===== src/rtl/mcell_pkg.sv =====
package mcell_pkg;
    typedef enum logic [1:0] {
        MODE_D     = 2'd0,
        MODE_T     = 2'd1,
        MODE_LATCH = 2'd2,
        MODE_D_ALT = 2'd3
    } mc_mode_e;

    localparam int CT_W      = 8;
    localparam int SET_SEL_W = 3;
    localparam int OE_SEL_W  = 3;
    localparam int CT_CLK_N  = 4;
    localparam int CT_SET_N  = 6;

    typedef struct packed {
        logic state;
        logic clk_prev;
    } core_reg_t;
endpackage


===== src/rtl/mcell_clk_sel.sv =====
module mcell_clk_sel #(
    parameter int NUM_GCLK  = 4,
    parameter int SEL_W     = 4
) (
    input  logic [SEL_W-1:0]                 sel_i,
    input  logic [NUM_GCLK-1:0]              gclk_i,
    input  logic                             uclk_i,
    input  logic [mcell_pkg::CT_CLK_N-1:0]   ctc_i,
    output logic                             clk_lvl_o
);
    localparam int UCLK_CODE = NUM_GCLK;
    localparam int CT_BASE   = NUM_GCLK + 1;

    always_comb begin
        clk_lvl_o = 1'b0;
        for (int i = 0; i < NUM_GCLK; i++) begin
            if (sel_i == SEL_W'(i)) clk_lvl_o = gclk_i[i];
        end
        if (sel_i == SEL_W'(UCLK_CODE)) clk_lvl_o = uclk_i;
        for (int j = 0; j < mcell_pkg::CT_CLK_N; j++) begin
            if (sel_i == SEL_W'(CT_BASE + j)) clk_lvl_o = ctc_i[j];
        end
    end
endmodule


===== src/rtl/mcell_set_sel.sv =====
module mcell_set_sel (
    input  logic [mcell_pkg::SET_SEL_W-1:0] sel_i,
    input  logic                            uni_i,
    input  logic [mcell_pkg::CT_SET_N-1:0]  cts_i,
    output logic                            act_o
);
    localparam int W = mcell_pkg::SET_SEL_W;

    always_comb begin
        act_o = 1'b0;
        if (sel_i == W'(1)) act_o = uni_i;
        for (int j = 0; j < mcell_pkg::CT_SET_N; j++) begin
            if (sel_i == W'(j + 2)) act_o = cts_i[j];
        end
    end
endmodule


===== src/rtl/mcell_oe.sv =====
module mcell_oe (
    input  logic [mcell_pkg::OE_SEL_W-1:0] sel_i,
    input  logic [3:0]                     cto_i,
    input  logic                           uoe_i,
    input  logic                           pin_unused_i,
    output logic                           oe_o,
    output logic                           pullup_o
);
    always_comb begin
        oe_o     = 1'b0;
        pullup_o = 1'b0;
        case (sel_i)
            3'd0: pullup_o = pin_unused_i;
            3'd1: oe_o = cto_i[0];
            3'd2: oe_o = cto_i[1];
            3'd3: oe_o = cto_i[2];
            3'd4: oe_o = cto_i[3];
            3'd5: oe_o = uoe_i;
            3'd6: oe_o = 1'b1;
            default: pullup_o = 1'b1;
        endcase
    end
endmodule


===== src/rtl/mcell_core.sv =====
module mcell_core
    import mcell_pkg::*;
(
    input  logic     clk_i,
    input  logic     rst_ni,
    input  mc_mode_e mode_i,
    input  logic     clk_lvl_i,
    input  logic     clken_i,
    input  logic     din_i,
    input  logic     rst_act_i,
    input  logic     pst_act_i,
    output logic     q_o,
    output logic     state_o,
    output logic     clk_edge_o
);
    core_reg_t r_d, r_q;
    logic      edge_w;

    always_comb begin
        r_d          = r_q;
        r_d.clk_prev = clk_lvl_i;
        edge_w       = clk_lvl_i & ~r_q.clk_prev;
        case (mode_i)
            MODE_T: begin
                if (edge_w && clken_i && din_i) r_d.state = ~r_q.state;
            end
            MODE_LATCH: begin
                if (clk_lvl_i) r_d.state = din_i;
            end
            default: begin
                if (edge_w && clken_i) r_d.state = din_i;
            end
        endcase
        if (rst_act_i)      r_d.state = 1'b0;
        else if (pst_act_i) r_d.state = 1'b1;

        if (rst_act_i)                            q_o = 1'b0;
        else if (pst_act_i)                       q_o = 1'b1;
        else if (mode_i == MODE_LATCH && clk_lvl_i) q_o = din_i;
        else                                      q_o = r_q.state;
    end

    always_ff @(posedge clk_i or negedge rst_ni) begin
        if (!rst_ni) r_q <= '0;
        else         r_q <= r_d;
    end

    assign state_o    = r_q.state;
    assign clk_edge_o = edge_w;
endmodule


===== src/rtl/mcell_store.sv =====
module mcell_store #(
    parameter int NUM_GCLK = 4,
    parameter int CLK_SEL_W = $clog2(NUM_GCLK + 1 + mcell_pkg::CT_CLK_N + 1)
) (
    input  logic                 clk_i,
    input  logic                 rst_ni,
    input  logic [1:0]           cfg_mode_i,
    input  logic [CLK_SEL_W-1:0] cfg_clk_sel_i,
    input  logic [2:0]           cfg_rst_sel_i,
    input  logic [2:0]           cfg_pst_sel_i,
    input  logic                 cfg_din_sel_i,
    input  logic [2:0]           cfg_oe_sel_i,
    input  logic                 cfg_pin_unused_i,
    input  logic [NUM_GCLK-1:0]  gclk_i,
    input  logic                 uclk_i,
    input  logic                 urst_i,
    input  logic                 upst_i,
    input  logic                 uoe_i,
    input  logic [7:0]           ct_i,
    input  logic                 clken_i,
    input  logic                 lterm_i,
    input  logic                 pad_i,
    output logic                 q_o,
    output logic                 fb_o,
    output logic                 oe_o,
    output logic                 pullup_o
);
    import mcell_pkg::*;

    logic clk_lvl, clk_edge, din, rst_act, pst_act, state_q;

    assign din = cfg_din_sel_i ? pad_i : lterm_i;

    mcell_clk_sel #(.NUM_GCLK(NUM_GCLK), .SEL_W(CLK_SEL_W)) u_clk_sel (
        .sel_i     (cfg_clk_sel_i),
        .gclk_i    (gclk_i),
        .uclk_i    (uclk_i),
        .ctc_i     (ct_i[7:4]),
        .clk_lvl_o (clk_lvl)
    );

    mcell_set_sel u_rst_sel (
        .sel_i (cfg_rst_sel_i),
        .uni_i (urst_i),
        .cts_i (ct_i[5:0]),
        .act_o (rst_act)
    );

    mcell_set_sel u_pst_sel (
        .sel_i (cfg_pst_sel_i),
        .uni_i (upst_i),
        .cts_i (ct_i[5:0]),
        .act_o (pst_act)
    );

    mcell_core u_core (
        .clk_i      (clk_i),
        .rst_ni     (rst_ni),
        .mode_i     (mc_mode_e'(cfg_mode_i)),
        .clk_lvl_i  (clk_lvl),
        .clken_i    (clken_i),
        .din_i      (din),
        .rst_act_i  (rst_act),
        .pst_act_i  (pst_act),
        .q_o        (q_o),
        .state_o    (state_q),
        .clk_edge_o (clk_edge)
    );

    assign fb_o = q_o;

    mcell_oe u_oe (
        .sel_i        (cfg_oe_sel_i),
        .cto_i        ({ct_i[6], ct_i[2:0]}),
        .uoe_i        (uoe_i),
        .pin_unused_i (cfg_pin_unused_i),
        .oe_o         (oe_o),
        .pullup_o     (pullup_o)
    );
endmodule


===== config.mk =====
export PLATFORM = sky130hd
export DESIGN_NAME = mcell_store
export DESIGN_NICKNAME = d
export VERILOG_FILES = /design/src/rtl/mcell_pkg.sv /design/src/rtl/mcell_clk_sel.sv /design/src/rtl/mcell_set_sel.sv /design/src/rtl/mcell_oe.sv /design/src/rtl/mcell_core.sv /design/src/rtl/mcell_store.sv
export SDC_FILE = /design/constraint.sdc
export NUM_CORES = 1
export LEC_CHECK = 0
export ABC_AREA = 1
export BUFFER_PORTS_ARGS = -buffer_cell sky130_fd_sc_hd__buf_2
export CAP_MARGIN = 25
export CORE_MARGIN = 10
export CORE_UTILIZATION = 41
export CTS_BUF_LIST = sky130_fd_sc_hd__clkbuf_4
export DETAILED_ROUTE_END_ITERATION = 7
export PLACE_DENSITY = 0.92
export REMOVE_ABC_BUFFERS = 1
export SYNTH_ARGS = -nofsm -noshare
export SYNTH_HDL_FRONTEND = slang
export SYNTH_SLANG_ARGS = --single-unit

===== constraint.sdc =====
create_clock -name clk_i -period 0.9 [get_ports clk_i]
set_input_delay 0 -clock clk_i [delete_from_list [all_inputs] [get_ports clk_i]]
set_output_delay 0 -clock clk_i [all_outputs]
set_load 0.02 [all_outputs]

==> reports/qor_table.md <==
| Stage | Parameter | Value |
| --- | --- | --- |
| timing | Final count of negative-setup-slack endpoints | 3 |
| synth | Synth Cell Area | 569 sq um |
| route | Vias per std cell | 5.27 |
| timing | Setup slack of the critical path after layout | -217 ps |
| route | WL final | 2.27 mm |
| route | Highest metal layer with signal wires | met4 |
| timing | Max-slew headroom | 85.9% |
| finish | Fill count | 98 |
| clock tree | Num CTS Buffers | 3 |
| setup path | Critical path capture point type | output port |
| floorplanning | Die footprint | 3280 sq um |
| finish | # nets final | 201 |
| route | Final routed DRC violation total | 0 |
| route | Vias | 917 |
| placement | Worst slack at placement | -199 ps |
| flow run | Max capacitance violation total | 0 |
| timing | Min cycle time layout | 1120 ps |
| floorplanning | Width of the die | 57.3 microns |
| global routing | Vias in the first global route | 827 |
| global routing | Antenna violations before repair | 0 |
| clock tree | Clock Tree Root | sky130_fd_sc_hd__clkbuf_4 |
| clock tree | Clock tree from TritonCTS | done |
| synth | Count of flip-flops with a built-in enable after synthesis | 0 |
| timing | Number of max-slew violations in the final report | 0 |
| floorplanning | Effective utilization at floorplan | 43.8% |
| setup path | Cell type group with the largest total delay on the critical path | flip-flops |
| synth | List of most frequent post-synthesis cells | sky130_fd_sc_hd__nand2_1 (25), sky130_fd_sc_hd__inv_1 (23), sky130_fd_sc_hd__nand3_1 (11) |
| global routing | Pin count of the biggest net entering global routing | 8 |
| setup path | Maximum fanout along the worst path | 3 |
| clock tree | Clock sink count | 2 |
| synth | Biggest area contributors in the synthesized netlist | sky130_fd_sc_hd__nand2_1 (16%), sky130_fd_sc_hd__inv_1 (15%), sky130_fd_sc_hd__nand3_1 (9.7%) |
| synth | Library cells used by synthesis | 22 |
| global routing | Residual overflow from global routing | 0 |
| synth | Share of flip-flops with an asynchronous set or reset after synthesis | 100% |
| setup path | Count of buffer and inverter cells on the critical path | 1 |
| timing | Final Skew | 10.8 ps |
| route | Count of TritonRoute iterations in the first routing pass | 4 |
| clock tree | Clock H-tree levels | 1 |
| synth | Primary flip-flop cell chosen by synthesis mapping | sky130_fd_sc_hd__dfrtp_1 |
| status | Violations in the final reports | negative setup slack |
| synth | Leading cell type by number of instances after synthesis | sky130_fd_sc_hd__nand2_1 |
| power and ir drop | Power Density | 849 nW/um^2 |
| timing | Peak clock frequency supported by timing | 895 MHz |
| synth | Cell type contributing the most total cell area after synthesis | sky130_fd_sc_hd__nand2_1 |
| route | Amount of wire on met3 after detailed routing | 126 microns |
| setup path | Arrival time of data at the critical path endpoint | 1120 ps |
| placement | Routability Congestion | 0.789 |
| floorplanning | Top-level I/O count | 42 |
| timing | RSZ-0062 raised after global routing | true |
| setup path | Cells along the critical path | a21boi_2, nor2_1, nor2_2, buf_6 |
| clock tree | Clock Path Buffers | 2 |
| timing | Tcrit/Tclk final | 124% |
| finish | Fraction of layout instances using a drive strength above 1 | 45.9% |
| placement | Post-DP HPWL | 1.69 mm |
| worst hold path | Class of the tightest hold or removal check | in2async |
| setup path | Required time at the endpoint of the critical path | 900 ps |
| timing | Sum of negative setup slack | -473 ps |
| clock tree | Worst skew pair latency | 240 ps |
| timing | Measured slew at the worst slew-check pin | 210 ps |
| route | Detail-routed net length per standard cell | 13.1 microns |
| finish | Area added between synthesis and finish | 70.3% |
| synth | Top cell type's share of synthesized area | 16.5% |
| synth | Avg Inst Size Synth | 5.32 sq um |
| clock tree | CTS clk-pin slew, worst paths | 40 ps |
| setup path | Launching element type of the critical path | flop |
| power and ir drop | Max IR drop VDD | 0.581 mV |
| synth | Register bit count reported by yosys | 2 |
| setup path | Critical setup path kind | reg2out |
| synth | Sequential share of the synthesized area | 8.79% |
| synth | YS warnings | 0 |
| route | Routed met1 length | 965 microns |
| placement | Number of buffer cells added on primary ports | 41 |
| setup path | Max incr delay on CP | 370 ps |
| power and ir drop | Total design power | 0.823 mW |
| route | Post-route ant nets | 0 |
| route | Met2 routed wirelength | 1.13 mm |
| floorplanning | Core Box Area | 1300 sq um |
| timing | Hold violation count in the final report | 0 |
| floorplanning | Vertical die dimension | 57.3 microns |
| route | Detailed router's first-iteration violation count | 32 |
| status | Outcome | finished with violations |
| setup path | Cell type of the slowest stage on the worst timing path | sky130_fd_sc_hd__dfrtp_1 |
| global routing | Wire length of the first global-routing pass | 3.29 mm |
| floorplanning | Total number of placement rows | 13 |
| finish | Final antenna diode count | 0 |
| power and ir drop | Leakage component of the power | 0.586 nW |
| global routing | GR Util All Layers | 11.5% |
| synth | Post-Synthesis Cells | 107 |
==> cell families after synthesis <==
family / count (synthesis) / share of synthesized area, %
adder cells (fa/ha/maj): 2 / 4.39
buffers and inverters: 28 / 19.1
flip-flops: 2 / 8.79
AND/OR/NAND/NOR: 56 / 47.5
AO/OA/AOI/OAI: 19 / 20.2
==> report_power, final <==
part | switching [mW] | leakage (nW) | internal (mW)
clock | 0.0714 | 0.0138 | 0.149
sequential | 0.00914 | 0.0250 | 0.103
combinational | 0.260 | 0.547 | 0.232
total | 0.340 | 0.586 | 0.483
==> area by class of cell <==
cell class / count / area (sq um) / share of cell area (%)
sequential: 2 / 50.0 / 5.16
inverter: 27 / 101 / 10.5
multi-input combinational: 77 / 468 / 48.3
timing repair buffer: 50 / 309 / 31.9
tap: 15 / 18.8 / 1.94
clock buffer: 3 / 22.5 / 2.32
==> worst register-to-register path, stage by stage (launching register included) <==
cell                       delay [ps]
sky130_fd_sc_hd__dfrtp_1          320
sky130_fd_sc_hd__inv_1             40
sky130_fd_sc_hd__o211ai_1          80
sky130_fd_sc_hd__inv_1             80
sky130_fd_sc_hd__nand2_2           80
sky130_fd_sc_hd__nand3_2           90
sky130_fd_sc_hd__nand2_2           70
sky130_fd_sc_hd__nand2_1           50
==> placed cells by master, fill, tap and decap left out, drive strengths merged, types with 3 or more instances in the layout <==
| cell type | Yosys | layout |
|---|---|---|
| buf | 1 | 49 |
| nand3 | 14 | 14 |
| inv | 27 | 27 |
| a21oi | 5 | 5 |
| clkbuf | 0 | 3 |
| nor2 | 10 | 10 |
| o211ai | 4 | 4 |
| nand2 | 28 | 28 |
| o21ai | 8 | 8 |
==> final timing paths <==
path	start	cells after the start	endpoint	slack, ps
worst max-delay path	u_core.state_o	4	fb_o	-220
min in group clk_i	ct_i[7]	4	u_core.r_q[0]	210
worst min-delay path	rst_ni	2	u_core.r_q[0]	100
worst max register to register	u_core.r_q[0]	7	u_core.state_o	-40
worst min register to register	u_core.state_o	2	u_core.state_o	600
max in group asynchronous	rst_ni	2	u_core.state_o	690
==> per-layer routing <==
metal	GRT usage, %	vias to the layer above
met5	0	-
met4	4.03	0
met3	1.11	9
met2	21.1	43
met1	13.3	413
li1	-	452
==> per-stage QoR <==
step,hold WS [ps],std cells,util (%),instance area [sq um]
after detailed placement,-213,167,63.3,823
after global routing,121,174,74.5,970
after floorplan,-296,106,-,562
after CTS,79.0,171,67.0,872
final,101,174,74.5,970
after global placement,-212,167,63.3,823
==> flip-flops by register name (all words and copies together) (netlist names) <==
register and flops:
u_core.r_q 1, u_core.state_o 1
==> what timing repair did <==
item | 4_1_cts | 5_1_grt
hold buffers | 1 | 0
endpoints found under the hold margin | 2 | 0
endpoints found under the setup margin | 3 | 3
pin swaps | 4 | 9
resized for setup | 5 | 16
setup buffers | 0 | 3
(Power assumes the default switching activity.)
